**src/rtl/sop_cell_pkg.sv**
```systemverilog
package sop_cell_pkg;

  // fixed product-term roles
  localparam int PT_XOR  = 0;
  localparam int PT_DATA = 1;
  localparam int PT_CLK  = 2;
  localparam int PT_CLR  = 3;
  localparam int PT_SET  = 4;
  localparam int MIN_PT  = 5;

  typedef enum logic [2:0] {
    FF_D     = 3'd0,
    FF_T     = 3'd1,
    FF_JK    = 3'd2,
    FF_SR    = 3'd3,
    FF_LATCH = 3'd4
  } ff_mode_e;

  // next state of an edge-triggered element; a = D/T/J/S, b = K/R
  function automatic logic ff_next(ff_mode_e m, logic q, logic a, logic b);
    case (m)
      FF_T:  return q ^ a;
      FF_JK: return (a & ~q) | (~b & q);
      FF_SR: begin
        if (a && !b)      return 1'b1;
        else if (b && !a) return 1'b0;
        else              return q;
      end
      default: return a;
    endcase
  endfunction

endpackage

```
**src/rtl/sop_sum_stage.sv**
```systemverilog
module sop_sum_stage #(
  parameter int NUM_PT = 5
) (
  input  logic [NUM_PT-1:0] pt_i,
  input  logic [NUM_PT-1:0] mask_i,
  input  logic              casc_i,
  input  logic              xor_pt_i,
  input  logic [1:0]        xor_sel_i,
  output logic              sum_o,
  output logic              xor_o
);

  logic [NUM_PT-1:0] term_on;
  logic              operand;

  for (genvar g = 0; g < NUM_PT; g++) begin : g_term
    assign term_on[g] = pt_i[g] & mask_i[g];
  end

  assign sum_o = (|term_on) | casc_i;

  always_comb begin
    case (xor_sel_i)
      2'd0:    operand = 1'b0;
      2'd1:    operand = 1'b1;
      default: operand = xor_pt_i;
    endcase
  end

  assign xor_o = sum_o ^ operand;

endmodule

```
**src/rtl/sop_clk_ctl.sv**
```systemverilog
module sop_clk_ctl #(
  parameter int NUM_GCLK = 3,
  localparam int SEL_W   = $clog2(NUM_GCLK + 1)
) (
  input  logic                clk,
  input  logic                rst_n,
  input  logic [NUM_GCLK-1:0] gclk_i,
  input  logic                pt_ctl_i,
  input  logic [SEL_W-1:0]    sel_i,
  input  logic                ce_en_i,
  output logic                level_o,
  output logic                rise_o,
  output logic                gate_o
);

  logic use_global;
  logic level_q;

  always_comb begin
    level_o    = pt_ctl_i;
    use_global = 1'b0;
    for (int i = 0; i < NUM_GCLK; i++) begin
      if (sel_i == SEL_W'(i)) begin
        level_o    = gclk_i[i];
        use_global = 1'b1;
      end
    end
  end

  // enable only honoured on a global clock
  assign gate_o = !(ce_en_i && use_global) || pt_ctl_i;

  always_ff @(posedge clk) begin
    if (!rst_n) level_q <= 1'b0;
    else        level_q <= level_o;
  end

  assign rise_o = level_o & ~level_q;

endmodule

```
**src/rtl/sop_storage.sv**
```systemverilog
module sop_storage
  import sop_cell_pkg::*;
(
  input  logic       clk,
  input  logic       rst_n,
  input  logic [2:0] mode_i,
  input  logic       d_i,
  input  logic       k_i,
  input  logic       level_i,
  input  logic       fire_i,
  input  logic       gate_i,
  input  logic       clr_i,
  input  logic       set_i,
  output logic       q_o,
  output logic       view_o,
  output logic       open_o
);

  ff_mode_e mode;
  logic     is_latch;
  logic     q_nxt;

  assign mode     = ff_mode_e'(mode_i);
  assign is_latch = (mode == FF_LATCH);
  assign open_o   = is_latch & level_i & gate_i;

  always_comb begin
    if (clr_i)         q_nxt = 1'b0;
    else if (set_i)    q_nxt = 1'b1;
    else if (is_latch) q_nxt = open_o ? d_i : q_o;
    else if (fire_i)   q_nxt = ff_next(mode, q_o, d_i, k_i);
    else               q_nxt = q_o;
  end

  always_ff @(posedge clk) begin
    if (!rst_n) q_o <= 1'b0;
    else        q_o <= q_nxt;
  end

  // clear and preset act on the view at once, clear first
  always_comb begin
    if (clr_i)       view_o = 1'b0;
    else if (set_i)  view_o = 1'b1;
    else if (open_o) view_o = d_i;
    else             view_o = q_o;
  end

endmodule

```
**src/rtl/sop_cell.sv**
```systemverilog
module sop_cell
  import sop_cell_pkg::*;
#(
  parameter int NUM_PT   = 5,
  parameter int NUM_GCLK = 3,
  localparam int CSEL_W  = $clog2(NUM_GCLK + 1)
) (
  input  logic                clk,
  input  logic                rst_n,
  input  logic [NUM_PT-1:0]   pt_i,
  input  logic                casc_i,
  input  logic [NUM_GCLK-1:0] gclk_i,
  input  logic                gclr_i,
  input  logic                pin_i,
  input  logic [NUM_PT-1:0]   sum_mask_i,
  input  logic [1:0]          xor_sel_i,
  input  logic [1:0]          din_sel_i,
  input  logic [2:0]          ff_mode_i,
  input  logic [CSEL_W-1:0]   clk_sel_i,
  input  logic                ce_en_i,
  input  logic [1:0]          clr_sel_i,
  input  logic                set_en_i,
  input  logic                out_reg_i,
  input  logic                fb_reg_i,
  output logic                casc_o,
  output logic                cell_o,
  output logic                fb_o
);

  if (NUM_PT < MIN_PT) begin : g_bad_pt
    $error("sop_cell needs at least five product terms");
  end

  logic sum_w, xor_w, d_w;
  logic src_level, src_rise, clk_gate, fire_w;
  logic clr_act, set_act;
  logic q_state, reg_view, latch_open;

  sop_sum_stage #(.NUM_PT(NUM_PT)) u_sum (
    .pt_i      (pt_i),
    .mask_i    (sum_mask_i),
    .casc_i    (casc_i),
    .xor_pt_i  (pt_i[PT_XOR]),
    .xor_sel_i (xor_sel_i),
    .sum_o     (sum_w),
    .xor_o     (xor_w)
  );

  assign casc_o = sum_w;

  always_comb begin
    case (din_sel_i)
      2'd0:    d_w = xor_w;
      2'd1:    d_w = pt_i[PT_DATA];
      default: d_w = pin_i;
    endcase
  end

  sop_clk_ctl #(.NUM_GCLK(NUM_GCLK)) u_clk (
    .clk      (clk),
    .rst_n    (rst_n),
    .gclk_i   (gclk_i),
    .pt_ctl_i (pt_i[PT_CLK]),
    .sel_i    (clk_sel_i),
    .ce_en_i  (ce_en_i),
    .level_o  (src_level),
    .rise_o   (src_rise),
    .gate_o   (clk_gate)
  );

  assign fire_w = src_rise & clk_gate;

  always_comb begin
    case (clr_sel_i)
      2'b01:   clr_act = gclr_i;
      2'b10:   clr_act = pt_i[PT_CLR];
      2'b11:   clr_act = gclr_i | pt_i[PT_CLR];
      default: clr_act = 1'b0;
    endcase
  end

  assign set_act = set_en_i & pt_i[PT_SET];

  sop_storage u_store (
    .clk     (clk),
    .rst_n   (rst_n),
    .mode_i  (ff_mode_i),
    .d_i     (d_w),
    .k_i     (pt_i[PT_DATA]),
    .level_i (src_level),
    .fire_i  (fire_w),
    .gate_i  (clk_gate),
    .clr_i   (clr_act),
    .set_i   (set_act),
    .q_o     (q_state),
    .view_o  (reg_view),
    .open_o  (latch_open)
  );

  assign cell_o = out_reg_i ? reg_view : xor_w;
  assign fb_o   = fb_reg_i  ? reg_view : xor_w;

endmodule

```
**config.mk**
```make
export PLATFORM = sky130hd
export DESIGN_NAME = sop_cell
export DESIGN_NICKNAME = d
export VERILOG_FILES = /design/src/rtl/sop_cell_pkg.sv /design/src/rtl/sop_sum_stage.sv /design/src/rtl/sop_clk_ctl.sv /design/src/rtl/sop_storage.sv /design/src/rtl/sop_cell.sv
export SDC_FILE = /design/constraint.sdc
export NUM_CORES = 1
export LEC_CHECK = 0
export ABC_CLOCK_PERIOD_IN_PS = 2300
export CAP_MARGIN = 20
export CORE_AREA = 2 2 39 41
export CTS_CLUSTER_SIZE = 24
export DETAILED_ROUTE_END_ITERATION = 8
export DIE_AREA = 0 0 41 43
export DONT_BUFFER_PORTS = 1
export SYNTH_ARGS = -nofsm -noshare
export SYNTH_HDL_FRONTEND = slang
export SYNTH_SLANG_ARGS = --single-unit
```
**constraint.sdc**
```tcl
create_clock -name clk -period 2.3 [get_ports clk]
set_clock_uncertainty 0.2 [all_clocks]
set_input_delay 0.115 -clock clk [delete_from_list [all_inputs] [get_ports clk]]
set_output_delay 0.115 -clock clk [all_outputs]
set_load 0.01 [all_outputs]
```
==> results.rst, run 1 <==
.. list-table::
   :header-rows: 1

   * - Metric
     - Value
   * - Synthesized netlist cell count
     - 52
   * - Warnings from Yosys
     - 0
   * - Post-CTS clock slew at the launch and capture registers of the worst setup and hold paths
     - 30 ps
   * - Fin nets
     - 96
   * - Via count of the first global-routing pass
     - 433
   * - Worst max-slew margin expressed relative to the limit
     - 0.7533
   * - Design Area, Final
     - between 400 and 500 sq um
   * - Antenna violations before repair
     - 0
   * - Peak supply drop
     - around 0.12 mV
   * - Buffers from clock root to sink, at most
     - 2
   * - Synth Register Bits
     - 2
   * - Critical Setup Path Class
     - input port to flip-flop
   * - Design Power
     - 0.0001950 W
   * - Starting Density
     - 0.2875
   * - Setup Viol. Count Final
     - 0
   * - Number of max-cap violations
     - 0
   * - GPL Wtd Cong
     - 0.7481
   * - Sum of routed wire length over all layers
     - around 1000 microns
   * - Count of antenna diodes in the layout
     - 0
   * - Post-detail-place hpwl
     - between 800 and 900 microns
   * - Total global routing track utilization
     - 0.1429
   * - Initial DRC count
     - 12
   * - Endpoint kind of the worst setup timing path
     - flip-flop
   * - Depth of the worst register-to-register path
     - 5
   * - Root buffer cell
     - clkbuf_4
   * - Max Fanout on Critical Path
     - 4
   * - Hold slack
     - -0.5680 ps
   * - WP data required
     - approximately 2200 ps
   * - P&R area growth vs syn
     - 22.64%
   * - Fin worst setup slack
     - 283.9 ps
   * - Status
     - finished, violations left
   * - Min-Delay Path Class
     - input port to flip-flop
   * - Leakage component of the power
     - between 0.15 and 0.2 nW
   * - Clock tree from TritonCTS
     - built
   * - Average via count per standard cell
     - approximately 5.9
   * - Transition time at the pin with the least slew margin
     - ~370 ps
   * - Synth Area per Inst
     - 7.652 sq um
   * - Number of endpoints with negative hold slack in the final report
     - 1
   * - Library cells used by synthesis
     - 26
   * - Number of buffers inserted during clock tree synthesis
     - 3
   * - Hold buffer count at cts
     - 4
   * - Data arrival time of the critical path
     - roughly 1900 ps
   * - Post-CTS setup buffer count
     - 0
   * - Wire length of the first global-routing pass
     - around 1600 microns
   * - Final Max Slew Viols
     - 0
   * - Proportion of layout cells with a drive suffix above 1
     - 0.1500
   * - Routed vias
     - between 400 and 500
   * - Net count after synthesis
     - 86
   * - Die span in x
     - 41 microns
   * - Number of buffer cells added on primary ports
     - 0
   * - Synthesized cell area
     - approximately 400 sq um
   * - Drt first pass iters
     - 4
   * - Post-layout min period
     - around 2000 ps
   * - # H-tree levels
     - 1
   * - Max frequency
     - a little under 500 MHz
   * - Minimum setup slack after placement
     - between 40 and 50 ps
   * - Largest net degree at the start of global routing
     - 9
   * - Total number of clock tree sinks
     - 2
   * - ANT nets after route
     - 0
   * - Die area
     - roughly 1800 sq um
   * - Wire length per cell
     - approximately 13 microns
   * - Boundary pin count
     - 36
   * - Congestion Overflow GR
     - 0
   * - Violations in the final reports
     - negative hold slack
   * - Total Negative Setup Slacks
     - 0 ps
   * - Vertical extent of the die
     - approximately 43 microns
   * - DRC violations left
     - 0
   * - Share of the yosys chip area belonging to registers
     - 0.1006
   * - Worst hold stages
     - 2
   * - RSZ-0062 raised after global routing
     - false
   * - Resized Gates After CTS
     - 0
   * - Total core area
     - around 1400 sq um
   * - Standard-cell row count
     - 14
   * - Portion of the clock cycle consumed by the worst path in the final layout
     - 0.8765
   * - Clock insertion delay at the later pin of the skew report
     - 230 ps
   * - Kind of start point of the critical path
     - input port
   * - Power per Cell Area
     - around 400 nW/um^2
   * - Post-place instance area
     - between 400 and 500 sq um
[per-layer routing]
metal / share of wire / global-route usage / routed length [microns] / up-vias
met2: 0.47 / 0.1906 / 471 / 26
li1: - / - / - / 220
met1: 0.40 / 0.1812 / 405 / 196
met5: 0 / 0 / 0 / -
met3: 0.086 / 0.02094 / 87 / 5
met4: 0.043 / 0.1400 / 43 / 0
[worst max-delay path: stages]
cell      delay (ps)
a22oi_1          210
nand3_2          140
xor2_2           220
a21oi_4          220
ha_1             260
a31oi_1          230
a21oi_1           60
o21a_1           170
a211oi_1         170
o32ai_1          110
[placed cells by master, fill, tap and decap left out, types with 2 or more instances in the layout]
cell / synthesis / layout
o21ai_0: 2 / 2
nor2b_1: 4 / 4
nor2_1: 2 / 2
o22ai_1: 2 / 2
dfxtp_1: 2 / 2
and2_1: 3 / 3
a31oi_1: 2 / 2
dlygate4sd3_1: 0 / 4
a211oi_1: 3 / 3
a22oi_1: 2 / 2
clkbuf_4: 0 / 3
nand3b_1: 2 / 2
a21oi_1: 6 / 6
mux2i_1: 2 / 2
nand2_1: 7 / 7
[through the flow]
step,utilization,instances,hold WS [ps]
2_1_floorplan,-,52,36.71
3_3_place_gp,0.3074,69,39.18
3_5_place_dp,0.3074,69,39.89
4_1_cts,0.3526,76,0.5567
5_1_grt,0.3526,76,14.66
6_report,0.3526,76,-0.5680
[synthesized netlist by cell type]
cell type | instances | area [sq um]
ha_1 | 1 | 12.51
o32ai_1 | 1 | 8.760
o21ai_0 | 2 | 10.01
o21a_1 | 1 | 7.510
nor2_1 | 2 | 7.510
nand3_1 | 1 | 5.000
nand3b_1 | 2 | 15.01
o22ai_1 | 2 | 12.51
nand2_1 | 7 | 26.28
nand2b_1 | 1 | 6.260
o21ai_2 | 1 | 8.760
a22oi_2 | 1 | 12.51
a21oi_1 | 6 | 30.03
and2_1 | 3 | 18.77
mux4_1 | 1 | 26.28
a211oi_1 | 3 | 22.52
a31oi_1 | 2 | 12.51
o2111ai_1 | 1 | 8.760
dfxtp_1 | 2 | 40.04
mux2i_1 | 2 | 20.02
inv_1 | 1 | 3.750
xor2_2 | 1 | 16.27
a21oi_4 | 1 | 16.27
nand3_2 | 1 | 10.01
nor2b_1 | 4 | 25.02
a22oi_1 | 2 | 15.01
[area by class of cell]
type	instances	area [sq um]
sequential	2	40.04
inverter	1	3.754
multi-input combinational	49	354.1
clock buffer	3	22.52
fill	151	895.9
timing repair buffer	5	47.55
tap	16	20.02
[cell families (layout without fill, tap and decap cells)]
| group | after synthesis | in the layout | synth area share |
|---|---|---|---|
| flip-flops | 2 | 2 | 0.1006 |
| multiplexers | 3 | 3 | 0.1164 |
| XOR/XNOR | 1 | 1 | 0.04089 |
| AND/OR/NAND/NOR | 21 | 21 | 0.2862 |
| AO/OA/AOI/OAI | 23 | 23 | 0.4151 |
| buffers and inverters | 1 | 9 | 0.009425 |
| adder cells (fa/ha/maj) | 1 | 1 | 0.03144 |
[path summary, 6_finish.rpt]
kind                 start       endpoint  slack (ps)
min           clk_sel_i[1]  u_clk.level_q        -0.6
max                pt_i[4]    u_store.q_o         280
max reg2reg  u_clk.level_q    u_store.q_o         970
min reg2reg    u_store.q_o    u_store.q_o         530
[flip-flops by register name, summed over array words and instances, names as in the netlist]
signal,count
u_clk.level_q,1
u_store.q_o,1
[where the power goes]
part,internal [W],switching (W)
sequential,0.0000382,0.00000254
combinational,0.0000386,0.0000377
clock,0.0000575,0.0000204
total,0.000134,0.0000607
No activity file was read; power rests on OpenSTA's default activity.
==> run 2: changes to the inputs <==
==> constraint.sdc (replaced) <==
create_clock -name clk -period 2.3 [get_ports clk]
set_clock_uncertainty 0.2 [all_clocks]
set_input_delay 0.23 -clock clk [delete_from_list [all_inputs] [get_ports clk]]
set_output_delay 0.23 -clock clk [all_outputs]
set_load 0.01 [all_outputs]
==> run 2 against run 1 <==
Compared with the run above:
- the flow now finishes without violations
- global-route usage down 1.8 points
- critical path depth is the same
- die area is the same
- combinational power down 3.0%
- final cell count decreased by 2.6%
- worst setup slack better by 9.1 ps
- register-to-register slack improved by 40 ps
==> results.rst, run 2 (synthesized netlist as in run 1, its figures left out) <==
.. list-table::
   :header-rows: 1

   * - Metric
     - Value
   * - Status
     - completed (was finished, violations left)
   * - Power per Cell Area
     - 420.1 nW/um^2 (was 399.6 nW/um^2)
   * - Wire length of the first global-routing pass
     - 1490 microns (was 1635 microns)
   * - Fin worst setup slack
     - 293.0 ps (was 283.9 ps)
   * - Worst reg2reg endpoint
     - u_store.q_o (unchanged)
   * - WP data required
     - 2210 ps (was 2200 ps)
   * - Clock tree from TritonCTS
     - built (unchanged)
   * - Starting Density
     - 0.2875 (unchanged)
   * - Boundary pin count
     - 36 (unchanged)
   * - # H-tree levels
     - 1 (unchanged)
   * - Worst R2R Start
     - u_clk.level_q (unchanged)
   * - Design Power
     - 0.0001956 W (was 0.0001950 W)
   * - Max frequency
     - 498.3 MHz (was 496.0 MHz)
   * - Total number of clock tree sinks
     - 2 (unchanged)
   * - Count of antenna diodes in the layout
     - 0 (unchanged)
   * - Congestion Overflow GR
     - 0 (unchanged)
   * - Number of buffers inserted during clock tree synthesis
     - 3 (unchanged)
   * - Highest metal layer with signal wires
     - met4 (unchanged)
   * - Fraction of power spent switching nets
     - 0.3187 (was 0.3113)
   * - Buffers from clock root to sink, at most
     - 2 (unchanged)
   * - Sum of routed wire length over all layers
     - 973 microns (was 1007 microns)
   * - Endpoint kind of the worst setup timing path
     - flip-flop (unchanged)
   * - Peak supply drop
     - 0.1747 mV (was 0.1185 mV)
   * - Final Max Slew Viols
     - 0 (unchanged)
   * - Post-CTS setup buffer count
     - 0 (unchanged)
   * - P&R area growth vs syn
     - 16.98% (was 22.64%)
   * - Data arrival time of the critical path
     - 1910 ps (was 1920 ps)
   * - Leakage component of the power
     - 0.1643 nW (was 0.1719 nW)
   * - Total Negative Setup Slacks
     - 0 ps (unchanged)
   * - Largest registers ranked by flip-flop count
     - u_clk.level_q (1), u_store.q_o (1) (unchanged)
   * - Clock insertion delay at the later pin of the skew report
     - 230 ps (about the same)
   * - Minimum setup slack after placement
     - 56.76 ps (was 45.34 ps)
   * - Worst hold stages
     - 2 (unchanged)
   * - Max Fanout on Critical Path
     - 3 (was 4)
   * - Number of endpoints with negative hold slack in the final report
     - 0 (was 1)
   * - Total global routing track utilization
     - 0.1245 (was 0.1429)
   * - Post-layout min period
     - 2007 ps (was 2016 ps)
   * - Die area
     - 1763 sq um (unchanged)
   * - Combinational group share of total power
     - 0.378 (was 0.391)
   * - Total core area
     - 1384 sq um (unchanged)
   * - Leading cell type in the layout, fill and taps excluded
     - nand2_1 (unchanged)
   * - Die span in x
     - 41 microns (unchanged)
   * - Crit-path cells
     - a22oi_1 -> nand3_2 -> xor2_2 -> a21oi_4 -> ha_1 -> a31oi_1 -> a21oi_1 -> o21a_1 -> a211oi_1 -> o32ai_1 (unchanged)
   * - Wire length per cell
     - 13.15 microns (was 13.25 microns)
   * - Setup Viol. Count Final
     - 0 (unchanged)
   * - Met3 wirelength from detailed routing
     - 102 microns (was 87 microns)
   * - Root buffer cell
     - clkbuf_4 (unchanged)
   * - Routed vias
     - 441 (was 447)
   * - Critical Path Max Stage Delay
     - 270 ps (was 260 ps)
   * - Resized Gates After CTS
     - 0 (unchanged)
   * - Clock group share of total power
     - 0.412 (was 0.400)
   * - Worst max-slew margin expressed relative to the limit
     - 0.7683 (was 0.7533)
   * - Endpoint with the worst hold slack
     - u_store.q_o (was u_clk.level_q)
   * - Min-delay src
     - rst_n (was clk_sel_i[1])
   * - Number of filler instances in the final layout
     - 145 (was 151)
   * - Antenna violations before repair
     - 0 (unchanged)
   * - Fin nets
     - 94 (was 96)
   * - Register share of total power
     - 0.210 (was 0.209)
   * - Transition time at the pin with the least slew margin
     - 347.5 ps (was 370.1 ps)
   * - Portion of the clock cycle consumed by the worst path in the final layout
     - 0.8726 (was 0.8765)
   * - Min-Delay Path Class
     - input port to flip-flop (unchanged)
   * - Sw Pwr
     - 0.00006232 W (was 0.00006070 W)
   * - Highest-count cells in the layout ignoring fill and taps
     - nand2_1 (7), a21oi_1 (6), nor2b_1 (4) (was nand2_1 (7), a21oi_1 (6), nor2b_1 (4), dlygate4sd3_1 (4))
   * - Metal-1 WL
     - 359 microns (was 405 microns)
   * - Initial DRC count
     - 12 (unchanged)
   * - Critical Setup Path Class
     - input port to flip-flop (unchanged)
   * - Vertical extent of the die
     - 43 microns (unchanged)
   * - Post-CTS clock slew at the launch and capture registers of the worst setup and hold paths
     - 30 ps (about the same)
   * - Average via count per standard cell
     - 5.959 (was 5.882)
   * - R2r setup slk
     - 1010 ps (was 970 ps)
   * - Drt first pass iters
     - 4 (unchanged)
   * - Via count of the first global-routing pass
     - 439 (was 433)
   * - Kind of start point of the critical path
     - input port (unchanged)
   * - Standard-cell row count
     - 14 (unchanged)
   * - Met2 wire length
     - 496 microns (was 471 microns)
   * - Crit path max-delay cell type
     - xor2_2 (was ha_1)
   * - ANT nets after route
     - 0 (unchanged)
   * - RSZ-0062 raised after global routing
     - false (unchanged)
   * - GPL Wtd Cong
     - 0.7769 (was 0.7481)
   * - Hold buffer count at cts
     - 1 (was 4)
   * - Proportion of layout cells with a drive suffix above 1
     - 0.1724 (was 0.1500)
   * - Largest net degree at the start of global routing
     - 9 (unchanged)
   * - Depth of the worst register-to-register path
     - 5 (unchanged)
   * - DRC violations left
     - 0 (unchanged)
   * - Number of buffer cells added on primary ports
     - 0 (unchanged)
   * - Int Power
     - 0.0001332 W (was 0.0001343 W)
   * - Number of max-cap violations
     - 0 (unchanged)
[run 2: stage by stage]
step	cell area (sq um)	hold WS (ps)	utilization	std cells
2_1_floorplan	397.9	151.7	-	52
3_3_place_gp	432.9	156.2	0.3128	70
3_5_place_dp	432.9	154.9	0.3128	70
4_1_cts	465.4	1.265	0.3363	74
5_1_grt	465.4	33.96	0.3363	74
6_report	465.4	8.658	0.3363	74
[run 2: worst max path at each step]
stage,from,end,slack [ps]
3_3_place_gp,pt_i[4],u_store.q_o,70
4_1_cts,pt_i[4],u_store.q_o,280
5_1_grt,pt_i[4],u_store.q_o,100
6_report,pt_i[4],u_store.q_o,290
3_5_place_dp,pt_i[4],u_store.q_o,60
2_1_floorplan,pt_i[4],u_store.q_o,90
[run 2: critical path: cells and delay by family]
kind	cells	cell delay, ps
adders and majority gates	1	270
xor gates and xnor gates	1	270
AOI/OAI and AO/OA	7	1000
and+or+nand+nor	1	130
[run 2: area by class of cell]
class | count | area [sq um] | share of cell area
clock buffers | 3 | 22.52 | 0.04839
flip-flops and latches | 2 | 40.04 | 0.08602
multi-input cells | 49 | 354.1 | 0.7608
repair buffers | 3 | 25.02 | 0.05376
inverters | 1 | 3.754 | 0.008065
well taps | 16 | 20.02 | 0.04301
[run 2: power by group through the flow]
stage | Sequential (W) | Combinational, W | Clock [W]
floorplan | 0.0000403 | 0.0000608 | 0
global placement | 0.0000413 | 0.0000724 | 0
detailed placement | 0.0000412 | 0.0000727 | 0
CTS | 0.0000408 | 0.0000747 | 0.0000843
global route | 0.0000412 | 0.0000826 | 0.0000841
finish | 0.0000410 | 0.0000740 | 0.0000806
[run 2: layer usage]
layer,track usage,vias to the layer above
li1,-,219
met1,0.1479,193
met2,0.1813,27
met3,0.02094,2
met4,0.1067,0
met5,0,-
